--- src/rtl/twm_pkg.sv ---
package twm_pkg;
  typedef enum logic [2:0] {
    ST_IDLE,   // off the bus until the next start
    ST_RX,     // shifting a byte in from the host
    ST_ACK,    // slave holding SDA low on the ninth clock
    ST_TX,     // shifting a byte out to the host
    ST_HACK    // sampling the host acknowledge of a sent byte
  } st_t;

  typedef enum logic [1:0] {
    PH_DEV,    // slave address plus direction
    PH_WADDR,  // word address of a write
    PH_DATA    // write data
  } ph_t;
endpackage

--- src/rtl/twm_sync_edge.sv ---
module twm_sync_edge #(
  parameter int STAGES = 2
) (
  input  logic clk,
  input  logic rst,
  input  logic scl_i,
  input  logic sda_i,
  output logic sda_s,
  output logic scl_rise,
  output logic scl_fall,
  output logic start_p,
  output logic stop_p
);
  logic [STAGES-1:0] scl_q, sda_q;
  logic scl_d, sda_d, scl_s;

  // Idle bus is high on both lines, so every stage resets to 1.
  always_ff @(posedge clk) begin
    if (rst) begin
      scl_q <= '1;
      sda_q <= '1;
      scl_d <= 1'b1;
      sda_d <= 1'b1;
    end else begin
      scl_q <= {scl_q[STAGES-2:0], scl_i};
      sda_q <= {sda_q[STAGES-2:0], sda_i};
      scl_d <= scl_q[STAGES-1];
      sda_d <= sda_q[STAGES-1];
    end
  end

  assign scl_s    = scl_q[STAGES-1];
  assign sda_s    = sda_q[STAGES-1];
  assign scl_rise = scl_s & ~scl_d;
  assign scl_fall = ~scl_s & scl_d;
  // SDA may only move with SCL high when marking a frame boundary.
  assign start_p  = scl_s & scl_d & sda_d & ~sda_s;
  assign stop_p   = scl_s & scl_d & ~sda_d & sda_s;
endmodule

--- src/rtl/twm_mem.sv ---
module twm_mem #(
  parameter int DEPTH = 16,
  parameter int DW    = 8
) (
  input  logic                     clk,
  input  logic                     we,
  input  logic [$clog2(DEPTH)-1:0] waddr,
  input  logic [DW-1:0]            wdata,
  input  logic [$clog2(DEPTH)-1:0] raddr,
  output logic [DW-1:0]            rdata
);
  logic [DW-1:0] mem [DEPTH];

  // One synchronous write port, one registered read port.
  always_ff @(posedge clk) begin
    if (we) mem[waddr] <= wdata;
    rdata <= mem[raddr];
  end
endmodule

--- src/rtl/twm_wr_timer.sv ---
module twm_wr_timer #(
  parameter int CYCLES = 1000000
) (
  input  logic clk,
  input  logic rst,
  input  logic kick,
  output logic busy
);
  localparam int CW = $clog2(CYCLES + 1);
  logic [CW-1:0] count;

  always_ff @(posedge clk) begin
    if (rst)               count <= '0;
    else if (kick)         count <= CW'(CYCLES);
    else if (count != '0)  count <= count - 1'b1;
  end

  assign busy = (count != '0);
endmodule

--- src/rtl/twm_slave.sv ---
module twm_slave #(
  parameter logic [6:0] DEV_ADDR    = 7'h50,
  parameter int         DEPTH       = 16,
  parameter int         WR_CYCLES   = 1000000,
  parameter int         SYNC_STAGES = 2
) (
  input  logic clk,
  input  logic rst,
  input  logic scl_i,
  input  logic sda_i,
  output logic sda_drive_low_o,
  output logic standby_o,
  output logic write_busy_o
);
  import twm_pkg::*;

  localparam int AW = $clog2(DEPTH);
  localparam logic [AW-1:0] LAST = AW'(DEPTH - 1);

  logic sda_s, scl_rise, scl_fall, start_p, stop_p;
  logic busy, mem_we;
  logic [7:0] rdata;

  st_t        st;
  ph_t        ph;
  logic [3:0] bit_cnt;
  logic [7:0] shreg;
  logic       rw, ninth, host_ack;
  logic [AW-1:0] ptr, pend_addr;
  logic       pend_vld;
  logic [7:0] pend_data;
  logic       seen_stop, sda_oe;
  logic       fsm_idle;

  twm_sync_edge #(.STAGES(SYNC_STAGES)) u_sync (
    .clk(clk), .rst(rst), .scl_i(scl_i), .sda_i(sda_i),
    .sda_s(sda_s), .scl_rise(scl_rise), .scl_fall(scl_fall),
    .start_p(start_p), .stop_p(stop_p)
  );

  // The data byte is stored when the stop ends the write transaction.
  assign mem_we = stop_p & pend_vld;

  twm_mem #(.DEPTH(DEPTH), .DW(8)) u_mem (
    .clk(clk), .we(mem_we), .waddr(pend_addr), .wdata(pend_data),
    .raddr(ptr), .rdata(rdata)
  );

  twm_wr_timer #(.CYCLES(WR_CYCLES)) u_timer (
    .clk(clk), .rst(rst), .kick(mem_we), .busy(busy)
  );

  always_ff @(posedge clk) begin
    if (rst) begin
      st        <= ST_IDLE;
      ph        <= PH_DEV;
      bit_cnt   <= '0;
      shreg     <= '0;
      rw        <= 1'b0;
      ninth     <= 1'b0;
      host_ack  <= 1'b0;
      ptr       <= '0;
      pend_vld  <= 1'b0;
      pend_addr <= '0;
      pend_data <= '0;
      seen_stop <= 1'b1;
      sda_oe    <= 1'b0;
    end else if (start_p) begin
      st        <= ST_RX;
      ph        <= PH_DEV;
      bit_cnt   <= '0;
      sda_oe    <= 1'b0;
      seen_stop <= 1'b0;
      pend_vld  <= 1'b0;
    end else if (stop_p) begin
      st        <= ST_IDLE;
      sda_oe    <= 1'b0;
      seen_stop <= 1'b1;
      pend_vld  <= 1'b0;
    end else begin
      unique case (st)
        ST_RX: begin
          if (scl_rise && bit_cnt != 4'd8) begin
            shreg   <= {shreg[6:0], sda_s};
            bit_cnt <= bit_cnt + 4'd1;
          end else if (scl_fall && bit_cnt == 4'd8) begin
            bit_cnt <= '0;
            ninth   <= 1'b0;
            unique case (ph)
              PH_DEV: begin
                if (shreg[7:1] == DEV_ADDR && !busy) begin
                  st     <= ST_ACK;
                  sda_oe <= 1'b1;
                  rw     <= shreg[0];
                end else begin
                  st <= ST_IDLE;
                end
              end
              PH_WADDR: begin
                st     <= ST_ACK;
                sda_oe <= 1'b1;
                ptr    <= shreg[AW-1:0];
              end
              default: begin
                if (!pend_vld) begin
                  st        <= ST_ACK;
                  sda_oe    <= 1'b1;
                  pend_vld  <= 1'b1;
                  pend_data <= shreg;
                  pend_addr <= ptr;
                end else begin
                  st <= ST_IDLE;
                end
              end
            endcase
          end
        end
        ST_ACK: begin
          if (scl_rise) begin
            ninth <= 1'b1;
          end else if (scl_fall && ninth) begin
            bit_cnt <= '0;
            if (rw) begin
              st     <= ST_TX;
              shreg  <= rdata;
              sda_oe <= ~rdata[7];
            end else begin
              st     <= ST_RX;
              sda_oe <= 1'b0;
              ph     <= (ph == PH_DEV) ? PH_WADDR : PH_DATA;
            end
          end
        end
        ST_TX: begin
          if (scl_rise) begin
            bit_cnt <= bit_cnt + 4'd1;
          end else if (scl_fall) begin
            if (bit_cnt == 4'd8) begin
              st     <= ST_HACK;
              sda_oe <= 1'b0;
              ninth  <= 1'b0;
              ptr    <= (ptr == LAST) ? '0 : ptr + 1'b1;
            end else begin
              shreg  <= {shreg[6:0], 1'b0};
              sda_oe <= ~shreg[6];
            end
          end
        end
        ST_HACK: begin
          if (scl_rise) begin
            host_ack <= ~sda_s;
            ninth    <= 1'b1;
          end else if (scl_fall && ninth) begin
            if (host_ack) begin
              st      <= ST_TX;
              shreg   <= rdata;
              sda_oe  <= ~rdata[7];
              bit_cnt <= '0;
            end else begin
              st <= ST_IDLE;
            end
          end
        end
        default: ;
      endcase
    end
  end

  always_ff @(posedge clk) begin
    if (rst) begin
      standby_o    <= 1'b1;
      write_busy_o <= 1'b0;
    end else begin
      standby_o    <= seen_stop & ~busy;
      write_busy_o <= busy;
    end
  end

  assign sda_drive_low_o = sda_oe;
  assign fsm_idle        = (st == ST_IDLE);
endmodule

--- config.mk ---
export PLATFORM = sky130hd
export DESIGN_NAME = twm_slave
export DESIGN_NICKNAME = d
export VERILOG_FILES = /design/src/rtl/twm_pkg.sv /design/src/rtl/twm_sync_edge.sv /design/src/rtl/twm_mem.sv /design/src/rtl/twm_wr_timer.sv /design/src/rtl/twm_slave.sv
export SDC_FILE = /design/constraint.sdc
export NUM_CORES = 1
export LEC_CHECK = 0
export ABC_AREA = 1
export BUFFER_PORTS_ARGS = -buffer_cell sky130_fd_sc_hd__buf_4
export CAP_MARGIN = 10
export CORE_ASPECT_RATIO = 1.2
export CORE_MARGIN = 3
export CORE_UTILIZATION = 28
export DETAILED_ROUTE_END_ITERATION = 10
export PLACE_DENSITY_LB_ADDON = 0.1
export SLEW_MARGIN = 20
export SYNTH_ARGS = -nofsm -noshare
export SYNTH_HDL_FRONTEND = slang
export SYNTH_HIERARCHICAL = 1
export SYNTH_SLANG_ARGS = --single-unit
export TNS_END_PERCENT = 10
--- constraint.sdc ---
create_clock -name clk -period 3.5 [get_ports clk]
set_input_delay 0.175 -clock clk [delete_from_list [all_inputs] [get_ports clk]]
set_output_delay 0.175 -clock clk [all_outputs]
set_load 0.02 [all_outputs]
* Word-level counts from Yosys, hierarchy flattened *
Memories as Yosys holds them, arrays and structs flattened. A register that Yosys moved wholly into a read port is not among the register bits.
Cells that the tools add are included.

word-level totals
  register bits after elaboration = 67
  bits in writable memories = 128
  input bits = 4
  output and inout port bits = 3
  logic and storage cells = 190
  memories kept = 1

cells by class
  add/subtract/negate cells = 3
  equality and inequality tests = 37
  mux-type cells = 74
  bitwise logic cells = 23
  reduce and logical (&&, ||, !) cells = 30

memories
  name       depth  width  read ports  clocked after memory_dff  wr ports  line           text
  u_mem.mem  16     8      1           1                         1         twm_mem.sv:12  logic [DW-1:0] mem [DEPTH];

operators with widths
  kind                   number
  $mux 8                 10
  $mux 4                 15
  $ne 4x4->1 const B     11
  $mux 20                2
  $pmux 8 s4             1
  $ne 2x2->1 const B     15
  $mux 3                 9
  $reduce_and 9->1       3
  $mux 1                 25
  $reduce_and 10->1      2
  $reduce_bool 20->1     1
  $sub 20x1->20 const B  1
  $pmux 4 s4             1
  $not 1->1              14
  $reduce_and 7->1       2
  $reduce_and 13->1      1
  $pmux 3 s4             1
  $reduce_and 12->1      1
  $mux 2                 5
  $and 1x1->1            9
  $add 4x1->4 const B    2
  $eq 4x4->1 const B     2
  $pmux 4 s2             1
  $reduce_and 4->1       2
  21 further kinds       31

* Longest topological paths before layout *
Gate-level depths: netlist (run 1).

  depth in word-level cells = 10
  gate-level depth with buffers = 17
  depth with buffers taken out = 16

* Cells and area by module *
Netlist (run 1), hierarchy kept.

by module, submodules not included
  module         times used  cells an instance  area each (um^2)  sequential area each (um^2)
  twm_mem        1           551                5,766.8           4,003.8
  twm_slave      1           361                2,311.0           820.8
  twm_wr_timer   1           170                1,119.8           400.4
  twm_sync_edge  1           24                 197.7             120.1

* Worst setup path before layout (run 1) *
No wires, ideal clock.

  path type = flip-flop to flip-flop
  start = register u_timer.count[0]
  end = register sda_oe (netlist: sda_drive_low_o)
  setup time = 113 ps
  arrival time = 1,835 ps
  required time = 3,387 ps
  setup slack = 1,553 ps
  stages on the path, launching flop included = 17
  path buffers = 1
  period minus slack after synthesis = 1,947 ps
  cell sequence = dfxtp_1 > inv_1 > ha_1 > nand2_2 > nor2_4 > nand3_4 > buf_6 > inv_1 > nand2_1 > nor2_1 > nand2_1 > nand2_1 > nand2_1 > nand2_1 > nand3_1 > nor2_1 > nor2_1

between the ends
  longest elaborated chain between the ends = 5

ends and longest elaborated chain
  what                                line                text
  start: declaration                  twm_wr_timer.sv:10  logic [CW-1:0] count;
  start signal: assignment            twm_wr_timer.sv:14  else if (kick) count <= CW'(CYCLES);
  start signal: assignment            twm_wr_timer.sv:15  else if (count != '0) count <= count - 1'b1;
  $reduce_bool 20->1                  twm_wr_timer.sv:18  assign busy = (count != '0);
  net busy                            twm_slave.sv:21     logic busy, mem_we;
  $logic_not 1->1                     twm_slave.sv:91     if (shreg[7:1] == DEV_ADDR && !busy) begin
  $logic_and 1x1->1                   twm_slave.sv:91
  $ne 3x3->1 (no source line)         n/a
  $reduce_and 12->1 (no source line)  n/a
  end signal: assignment              twm_slave.sv:126    sda_oe <= ~rdata[7];
  end signal: assignment              twm_slave.sv:145    sda_oe <= ~shreg[6];
  end signal: assignment              twm_slave.sv:157    sda_oe <= ~rdata[7];
  end: declaration                    twm_slave.sv:32     logic seen_stop, sda_oe;

The timed path passes the listed nets, and every way through them passes these cells.
A chain may end at the register's enable or synchronous reset.

* Worst setup path in the final report (run 1) *
  start = register u_sync.sda_q[1]
  end = memory u_mem.mem[8][0], enable pin

between the ends
  longest elaborated chain between the ends = 4

ends and longest elaborated chain
  what                          line                 text
  start: declaration            twm_sync_edge.sv:14  logic [STAGES-1:0] scl_q, sda_q;
  start signal: assignment      twm_sync_edge.sv:26  sda_q <= {sda_q[STAGES-2:0], sda_i};
  $and 1x1->1                   twm_sync_edge.sv:38  assign stop_p = scl_s & scl_d & ~sda_d & sda_s;
  net stop_p                    twm_slave.sv:20      logic sda_s, scl_rise, scl_fall, start_p, stop_p;
  $and 1x1->1                   twm_slave.sv:42      assign mem_we = stop_p & pend_vld;
  net mem_we                    twm_slave.sv:21
  $mux 1                        twm_mem.sv:16        if (we) mem[waddr] <= wdata;
  $mux 1 (implied by the code)  twm_mem.sv:16
  end: declaration              twm_mem.sv:12

The timed path passes the listed nets, and every way through them passes these cells.

==> flow_metrics.py, run 1 <==
metrics = {
    "power_and_ir_drop": {
        "ir_drop_v": 0.000380,
        "power_leakage_uw": 0.00461,
        "p_total_uw": 6990,
        "p_per_area_nw_per_um2": 654,
    },
    "synthesis": {
        "syn_inst": 1106,
        "synth_area_um2": 9400,
        "synth_cell_types": 35,
        "synth_area_leaders": "edfxtp_1, dfxtp_1, nand2_1",
        "synth_top_area_share_pct": 40.9,
        "ys_ff_latch": 203,
        "synth.largest_area_cell": "edfxtp_1",
        "async_flop_share_pct": 0,
        "syn_area_per_cell_um2": 8.49,
        "synth_edf_count": 128,
        "synth_fp_nets": 1114,
        "ys_warn_count": 6,
        "yosysSeqAreaShare_pct": 56.9,
        "synth-main-ff-cell": "edfxtp_1",
    },
    "job": {
        "maxCapViolCount": 0,
    },
    "clock_tree": {
        "numCtsBuffers": 24,
        "cts.sinks": 203,
        "cts_setup_buffers": 0,
        "clock_path_buffers": 3,
        "cts_tree": "yes",
        "clock_latency_ns": 0.51,
        "clkTransAtPathRegs_ns": 0.06,
        "htreeDepth": 1,
        "cts-root-buf": "clkbuf_16",
    },
    "critical_path": {
        "endpoint_kind": "register",
        "critical-path-max-stage-delay_ns": 0.62,
        "slowest_stage": "nor2_1",
        "critical_path_peak_fanout": 8,
        "crit_required_ns": 3.64,
        "cp_data_arrival_time_ns": 2.48,
        "cp_cell_sequence": "nand2_1, nor2_1, nand2_1, inv_1, nand3b_1, nor2_1",
        "criticalPathCategory": "register to register",
        "start_kind": "register",
    },
    "sta": {
        "period_minus_slack_ns": 2.35,
        "fmaxAchievable_mhz": 426,
        "drv_slew": 0,
        "finalSetupViolCount": 0,
        "finalCritPeriodShare_pct": 67.0,
        "slew_headroom_pct": 30.5,
        "tns_ns": 0,
        "rsz0062_at_grt": "no",
        "hold_violations": 0,
        "tightest_slew_ns": 1.04,
        "fin_hold_ws_ns": 0.379,
        "finClkSkew_ns": 0.00928,
    },
    "final_layout": {
        "num_antenna_cells": 0,
        "instances_no_fill": 1577,
        "drive_gt1_share_pct": 7.06,
        "finalNetCount": 1123,
        "area_growth_pct": 13.8,
    },
    "drt": {
        "drt_drc_violations_left": 0,
        "dr.pass1.iters": 5,
        "dr.first_iter.drc_count": 383,
        "vias": 6879,
        "wirelength_um": 25300,
        "wl_per_cell_um": 16.0,
        "viasPerCell": 4.36,
        "ant_nets": 0,
    },
    "global_route": {
        "grt_pass1_wl_um": 39600,
        "grt_antenna_before_repair": 0,
        "track_usage_pct": 14.2,
        "grt_max_degree": 69,
        "grt.overflow.total": 0,
        "grt_pass1_vias": 6843,
    },
    "die": {
        "die_h_um": 207,
        "start_util_pct": 28.7,
        "die_x_um": 173,
        "die_area_um2": 35800,
        "core_area_um2": 32700,
        "num_rows": 72,
        "pin_count": 7,
    },
    "place": {
        "routabilityCongestion": 0.791,
        "dp_hpwl_um": 16700,
        "place_inst": 1530,
        "numPortBuffers": 6,
    },
    "min_path": {
        "hp-class": "input port to register",
    },
    "status": {
        "outcome": "completed",
    },
}
==> final timing paths <==
kind              cells past startpoint  slack (ns)            start               to
setup / recovery                      6        1.15  u_sync/sda_q[1]  u_mem/mem[8][0]
hold / removal                        3        0.38            scl_i  u_sync/scl_q[0]
setup reg to reg                      6        1.15  u_sync/sda_q[1]  u_mem/mem[8][0]
hold reg to reg                       1        0.39  u_sync/sda_q[0]  u_sync/sda_q[1]
==> state kept, by name (all words and copies together) (netlist names), 2 cells and up <==
signal and flops:
u_mem/mem 128, u_timer/count 20, pend_data 8, shreg 8
u_mem/rdata 8, bit_cnt 4, pend_addr 4, ptr 4
st 3, ph 2, u_sync/scl_q 2, u_sync/sda_q 2
==> worst max-delay path, delay by kind of cell, from the launching register on <==
kind | cells | cell delay (ns)
AND/OR/NAND/NOR | 5 | 1.27
flip-flops | 1 | 0.38
buffers and inverters | 1 | 0.31
==> power by group <==
| group | internal, uW | switching, uW | total, uW |
|---|---|---|---|
| sequential | 2680 | 156 | 2840 |
| combinational | 560 | 1020 | 1580 |
| clock | 1580 | 989 | 2570 |
==> area by class of cell <==
cell class | instances | area (um2)
Fill cell | 3482 | 22000
Sequential cell | 203 | 5350
Multi-Input combinational cell | 690 | 3150
Clock buffer | 31 | 678
Inverter | 179 | 672
Tap cell | 444 | 556
Timing Repair Buffer | 17 | 148
Clock inverter | 13 | 138
==> synth_stat cells (2+ instances only) <==
cell type and instances:
nand2_1 306, inv_1 173, nand3_1 132, edfxtp_1 128, nor2_1 121, dfxtp_1 75, o21ai_0 30, a21oi_1 27
buf_2 16, nand3b_1 12, xnor2_1 9, buf_6 8, inv_2 6, nand2_2 6, nor2_4 6, buf_4 5
xor2_1 5, clkbuf_1 4, ha_1 4, nor2_2 4, nor3_1 4, or2_1 4, nand4_1 3, o21ai_1 3
a211oi_1 2, a21oi_2 2, nand3_4 2, o211ai_1 2
==> cells by family (layout without fill, tap and decap cells) <==
| group | count (synthesis) | in the layout | share of synthesized area (%) |
|---|---|---|---|
| compound gates | 69 | 69 | 3.94 |
| xor+xnor | 14 | 14 | 1.31 |
| fa+ha+maj | 4 | 4 | 0.533 |
| buf+inv | 213 | 240 | 9.56 |
| flops | 203 | 203 | 56.9 |
| simple gates | 603 | 603 | 27.8 |
==> routing by layer <==
metal  global-route usage (%)  vias to the layer above  part of all wire [%]
met5                        0                        -                     0
met4                     4.63                        0                   2.9
met3                     1.83                       50                   4.0
met2                     24.7                      127                    49
met1                     18.4                     3170                    44
li1                         -                     3532                     -
==> stage by stage <==
step	utilization, %	area [um2]	worst slack [ns]
2_1_floorplan	-	9400	1.55
3_3_place_gp	30.1	9840	1.13
3_5_place_dp	30.1	9840	1.06
4_1_cts	32.7	10700	1.03
5_1_grt	32.7	10700	0.885
6_report	32.7	10700	1.15
==> cells in the final DEF, fill, tap and decap left out, drive strengths merged, types with 14 or more instances in the layout <==
cell    count
buf        14
nand2     312
inv       179
nand3     135
o21ai      33
dfxtp      75
clkbuf     31
a21oi      29
nor2      131
edfxtp    128
==> repair_timing <==
action,4_1_cts,5_1_grt
endpoints found under the hold margin,10,0
resized for setup,0,0
hold buffers,3,0
Power figures use the tool's default switching activity.
==> run 2, diff against run 1 <==
Clock period 3.5 ns to 2.3 ns, I/O delays scaled along.
==> run 2 against run 1 <==
- sequential share of layout area shrank 1.6 points
- first-iteration DRC count up 17%
- clock skew grew 0.0033 ns
- cell count is 2.5% higher
- largest cell class unchanged
- via count up 1.8%
- highest routed layer unchanged
- register-to-register slack worse by 0.73 ns
- global-route usage grew 0.41 points
- setup slack got worse by 0.73 ns
- sequential cell count stayed put
- die area unchanged
- clock power is 65% higher
==> flow_metrics.py, run 2 (synthesis gave the netlist of run 1 again) <==
metrics = {
    "critical_path": {
        "path_delay_family": "simple AND/OR/NAND/NOR gates",
        "endpoint_kind": "register",
        "cp_num_cells": 15,
        "crit_buf_inv": 2,
        "critical-path-max-stage-delay_ns": 0.31,
        "start_kind": "register",
        "crit_top_cell": "nand2_1",
        "ff2ff_path_depth": 15,
        "critical_path_peak_fanout": 4,
        "endpoint": "sda_drive_low_o",
        "rr_endpoint": "sda_drive_low_o",
        "reg2reg_slack_ns": 0.42,
        "r2r_start": "u_timer/count[0]",
        "crit_required_ns": 2.70,
        "cp_data_arrival_time_ns": 2.28,
        "slowest_stage": "dfxtp_1",
        "cp_cell_sequence": "inv_1, ha_1, nand2_2, nor2_4, nand3_4, inv_1, nand2_1, nor2_1, nand2_1, nand2_1, nand2_1, nand2_1, nand3_1, nor2_1, nor2_1",
        "criticalPathCategory": "register to register",
        "startpoint": "u_timer/count[0]",
    },
    "status": {
        "outcome": "completed",
    },
    "final_layout": {
        "largest_reg_flops": 128,
        "multi_input_area_um2": 3150,
        "seqCellArea_um2": 5350,
        "area_growth_pct": 17.5,
        "layout_commonest_cell": "nand2_1",
        "layout_common_cells": "nand2_1, inv_1, nand3_1",
        "fill_cells": 3437,
        "top_register": "u_mem/mem",
        "drive_gt1_share_pct": 10.4,
        "layout_top_registers": "u_mem/mem: 128 flops, u_timer/count: 20 flops",
        "num_antenna_cells": 0,
        "finalNetCount": 1162,
    },
    "drt": {
        "ant_nets": 0,
        "wl_per_cell_um": 15.9,
        "wirelength_um": 25700,
        "dr.first_iter.drc_count": 447,
        "wl_met1_um": 11800,
        "wl_met3_um": 854,
        "route.met2.wl_um": 12500,
        "viasPerCell": 4.33,
        "drt_drc_violations_left": 0,
        "routed.top_layer": "met4",
        "dr.pass1.iters": 4,
        "vias": 7002,
    },
    "clock_tree": {
        "cts_tree": "yes",
        "cts.sinks": 203,
        "numCtsBuffers": 24,
        "htreeDepth": 1,
        "cts-root-buf": "clkbuf_16",
        "cts_resized": 0,
        "clock_path_buffers": 3,
        "clkTransAtPathRegs_ns": 0.06,
        "clock_latency_ns": 0.51,
    },
    "die": {
        "die_h_um": 207,
        "die_x_um": 173,
        "start_util_pct": 28.7,
        "pin_count": 7,
        "die_area_um2": 35800,
        "num_rows": 72,
        "core_area_um2": 32700,
    },
    "sta": {
        "tightest_slew_ns": 0.678,
        "hold_violations": 0,
        "fmaxAchievable_mhz": 532,
        "slew_headroom_pct": 54.7,
        "setup_ws_ns": 0.421,
        "drv_slew": 0,
        "finClkSkew_ns": 0.0126,
        "tns_ns": 0,
        "rsz0062_at_grt": "no",
        "finalCritPeriodShare_pct": 81.7,
        "finalSetupViolCount": 0,
        "period_minus_slack_ns": 1.88,
    },
    "min_path": {
        "hold_start": "u_sync/scl_q[0]",
        "hp-class": "register to register",
    },
    "global_route": {
        "grt_pass1_wl_um": 41200,
        "grt_antenna_before_repair": 0,
        "grt.overflow.total": 0,
        "track_usage_pct": 14.6,
        "grt_max_degree": 33,
        "grt_pass1_vias": 7048,
    },
    "power_and_ir_drop": {
        "power_leakage_uw": 0.00483,
        "ir_drop_v": 0.000981,
        "p_clk_share_pct": 38.4,
        "intPower_uw": 7640,
        "pwr-share-seq_pct": 39.3,
        "p_sw_share_pct": 30.6,
        "p_per_area_nw_per_um2": 998,
        "combPwrFrac_pct": 22.3,
        "p_switching_uw": 3370,
        "p_total_uw": 11000,
    },
    "place": {
        "dp_hpwl_um": 17300,
        "numPortBuffers": 6,
        "routabilityCongestion": 0.821,
        "pre_cts_ws_ns": 0.429,
    },
    "job": {
        "maxCapViolCount": 0,
    },
}
-- run 2: routing by layer --
layer / vias up / track usage, %
met5: - / 0
met4: 0 / 4.00
met3: 38 / 1.96
met2: 104 / 25.9
met1: 3256 / 18.8
li1: 3604 / -
-- run 2: what timing repair did --
item	in CTS	in global routing
hold endpoints to repair	16	0
setup buffers	0	0
hold buffers	5	0
-- run 2: how the worst min path moves through the flow --
stage,endpoint,depth (start not counted)
after floorplan,u_timer/count[14],1
after global placement,u_sync/scl_q[0],2
after detailed placement,u_sync/scl_q[0],2
after CTS,u_sync/scl_q[1],1
after global routing,u_sync/scl_q[1],1
final,u_sync/scl_q[1],1
-- run 2: cell type report --
cell class                 count  area share, %
sequential                   203           48.4
inverter                     179           6.09
clock buffer                  26           5.70
clock inverter                18           2.28
multi-input combinational    690           28.6
tap                          444           5.03
timing repair buffer          56           3.92
-- run 2: through the flow --
step                hold WS, ns  area (um2)  utilization [%]  instances
floorplan                 0.184        9400                -       1106
global placement          0.299       10100             30.9       1567
detailed placement        0.299       10100             30.9       1567
CTS                       0.403       11000             33.8       1616
global route              0.413       11000             33.8       1616
finish                    0.402       11000             33.8       1616
-- run 2: power by group through the flow --
| stage | Clock (uW) | Sequential, uW | Combinational, uW |
|---|---|---|---|
| 2_1_floorplan | 0 | 4350 | 1950 |
| 3_3_place_gp | 0 | 4410 | 2490 |
| 5_1_grt | 4520 | 4370 | 2850 |
| 6_report | 4230 | 4320 | 2460 |
| 3_5_place_dp | 0 | 4400 | 2480 |
| 4_1_cts | 4360 | 4330 | 2500 |
==> run 3, diff against run 2 <==
Clock period 2.3 ns to 1.75 ns, I/O delays scaled along.
==> run 3 against run 2 <==
- first-iteration DRC count is 21% lower
- combinational power is 71% higher
- register-to-register slack worse by 0.31 ns
- clock-buffer cell count is 10 higher
- setup slack worse by 0.31 ns
- highest routed layer unchanged
==> flow_metrics.py, run 3 (synthesis gave the netlist of run 1 again) <==
metrics = {
    "die": {
        "core_area_um2": 32700,
        "num_rows": 72,
        "die_area_um2": 35800,
        "die_x_um": 173,
        "pin_count": 7,
        "start_util_pct": 28.7,
        "die_h_um": 207,
    },
    "min_path": {
        "min_to": "u_sync/scl_q[0]",
        "hold_start": "scl_i",
        "hp-class": "input port to register",
        "hold_path_depth": 3,
    },
    "final_layout": {
        "layout_common_cells": "nand2_1, inv_1, nand3_1",
        "finalNetCount": 1214,
        "layout_top_registers": "u_mem/mem: 128 flops, u_timer/count: 20 flops",
        "fill_cells": 3458,
        "layout_commonest_cell": "nand2_1",
        "largest_reg_flops": 128,
        "area_growth_pct": 22.9,
        "drive_gt1_share_pct": 16.7,
        "top_register": "u_mem/mem",
        "num_antenna_cells": 0,
    },
    "clock_tree": {
        "htreeDepth": 1,
        "cts-root-buf": "clkbuf_16",
        "cts_tree": "yes",
        "cts.sinks": 203,
        "clkTransAtPathRegs_ns": 0.06,
        "numCtsBuffers": 24,
        "clock_path_buffers": 3,
        "clock_latency_ns": 0.51,
    },
    "critical_path": {
        "reg2reg_slack_ns": 0.11,
        "ff2ff_path_depth": 15,
        "rr_endpoint": "sda_drive_low_o",
        "slowest_stage": "dfxtp_2",
        "cp_data_arrival_time_ns": 2.05,
        "crit_required_ns": 2.16,
        "start_kind": "register",
        "r2r_start": "u_timer/count[1]",
        "criticalPathCategory": "register to register",
        "critical-path-max-stage-delay_ns": 0.33,
        "crit_top_cell": "nand2_1",
        "endpoint_kind": "register",
        "critical_path_peak_fanout": 3,
        "cp_cell_sequence": "inv_2, ha_4, nand2_4, nor2_4, nand3_4, inv_2, nand2_1, nor2_2, nand2_1, nand2_1, nand2_1, nand2_1, nand3_1, nor2_1, nor2_1",
    },
    "job": {
        "maxCapViolCount": 0,
    },
    "sta": {
        "drv_slew": 0,
        "finClkSkew_ns": 0.00752,
        "fmaxAchievable_mhz": 609,
        "hold_violations": 0,
        "fin_hold_ws_ns": 0.300,
        "period_minus_slack_ns": 1.64,
        "finalSetupViolCount": 0,
        "tns_ns": 0,
        "tightest_slew_ns": 0.441,
        "finalCritPeriodShare_pct": 93.8,
        "rsz0062_at_grt": "yes",
        "slew_headroom_pct": 70.6,
    },
    "place": {
        "routabilityCongestion": 0.859,
        "numPortBuffers": 6,
        "dp_hpwl_um": 17300,
    },
    "drt": {
        "wl_met1_um": 11800,
        "drt_drc_violations_left": 0,
        "route.met2.wl_um": 12200,
        "viasPerCell": 4.28,
        "wirelength_um": 25300,
        "dr.pass1.iters": 4,
        "wl_per_cell_um": 15.2,
        "ant_nets": 0,
        "dr.first_iter.drc_count": 352,
        "wl_met3_um": 825,
        "routed.top_layer": "met4",
        "vias": 7141,
    },
    "power_and_ir_drop": {
        "p_per_area_nw_per_um2": 1300,
        "ir_drop_v": 0.000870,
        "power_leakage_uw": 0.00512,
    },
    "status": {
        "outcome": "completed",
    },
    "global_route": {
        "grt_pass1_vias": 7152,
        "grt.overflow.total": 0,
        "grt_antenna_before_repair": 0,
        "grt_max_degree": 33,
        "track_usage_pct": 14.2,
        "grt_pass1_wl_um": 40300,
    },
}
run 3: cell count changes in the layout (fill, tap and decap cells not counted), sizes merged:
| cell | previous run | this run |
|---|---|---|
| buf | 51 | 105 |
| clkbuf | 26 | 36 |
| bufinv | 6 | 1 |
| clkinv | 10 | 5 |
| dlygate4sd3 | 5 | 3 |
| clkinvlp | 2 | 1 |
| inv | 179 | 180 |
run 3: metal layers:
metal	GRT usage [%]	vias up
li1	-	3715
met1	18.5	3309
met2	25.0	76
met3	1.96	41
met4	3.42	0
met5	0	-
run 3: worst max path at each step:
stage	start	endpoint	slack, ns	cells after the start
finish	u_timer/count[1]	sda_drive_low_o	0.11	15
global route	u_timer/count[1]	sda_drive_low_o	-0.06	15
CTS	u_timer/count[17]	sda_drive_low_o	0.003	14
detailed placement	u_timer/count[7]	sda_drive_low_o	0.001	14
global placement	u_timer/count[7]	sda_drive_low_o	0.005	14
floorplan	u_sync/scl_q[1]	u_mem/mem[12][0]	-0.02	6
run 3: worst max-delay path: cells and delay by family (launching register included):
family | cells | cell delay, ns
adder cells (fa/ha/maj) | 1 | 0.15
buffers and inverters | 2 | 0.12
AND/OR/NAND/NOR | 12 | 0.94
flip-flops | 1 | 0.33
run 3: final cells by class:
class / count / area [um2] / area share (%)
Multi-Input combinational cell: 690 / 3250 / 28.2
Sequential cell: 203 / 5350 / 46.3
Inverter: 179 / 674 / 5.84
Tap cell: 444 / 556 / 4.81
Clock buffer: 36 / 768 / 6.66
Clock inverter: 8 / 66.3 / 0.574
Timing Repair Buffer: 108 / 876 / 7.59
run 3: report_power, final:
part / internal (uW) / switching (uW) / leakage (uW)
clock: 3170 / 1980 / 0.000414
combinational: 1840 / 2370 / 0.00321
sequential: 5370 / 239 / 0.00149
total: 10400 / 4590 / 0.00512
run 3: per-stage QoR:
step           worst slack (ns)  utilization, %  power [uW]  cell area (um2)  cells
2_1_floorplan           -0.0177               -        8330             9410   1106
3_3_place_gp            0.00542            32.3        9830            10600   1619
3_5_place_dp            0.00144            32.3        9790            10600   1619
4_1_cts                 0.00338            35.0       15100            11400   1667
5_1_grt                 -0.0641            35.3       16000            11500   1668
6_report                  0.108            35.3       15000            11500   1668
run 3: timing repair:
action | in CTS | in global routing
endpoints found under the hold margin | 16 | 0
endpoints found under the setup margin | 1 | 168
pin swaps | 1 | 2
resized for setup | 2 | 35
hold buffers | 3 | 0
buffers inserted | 1 | 1
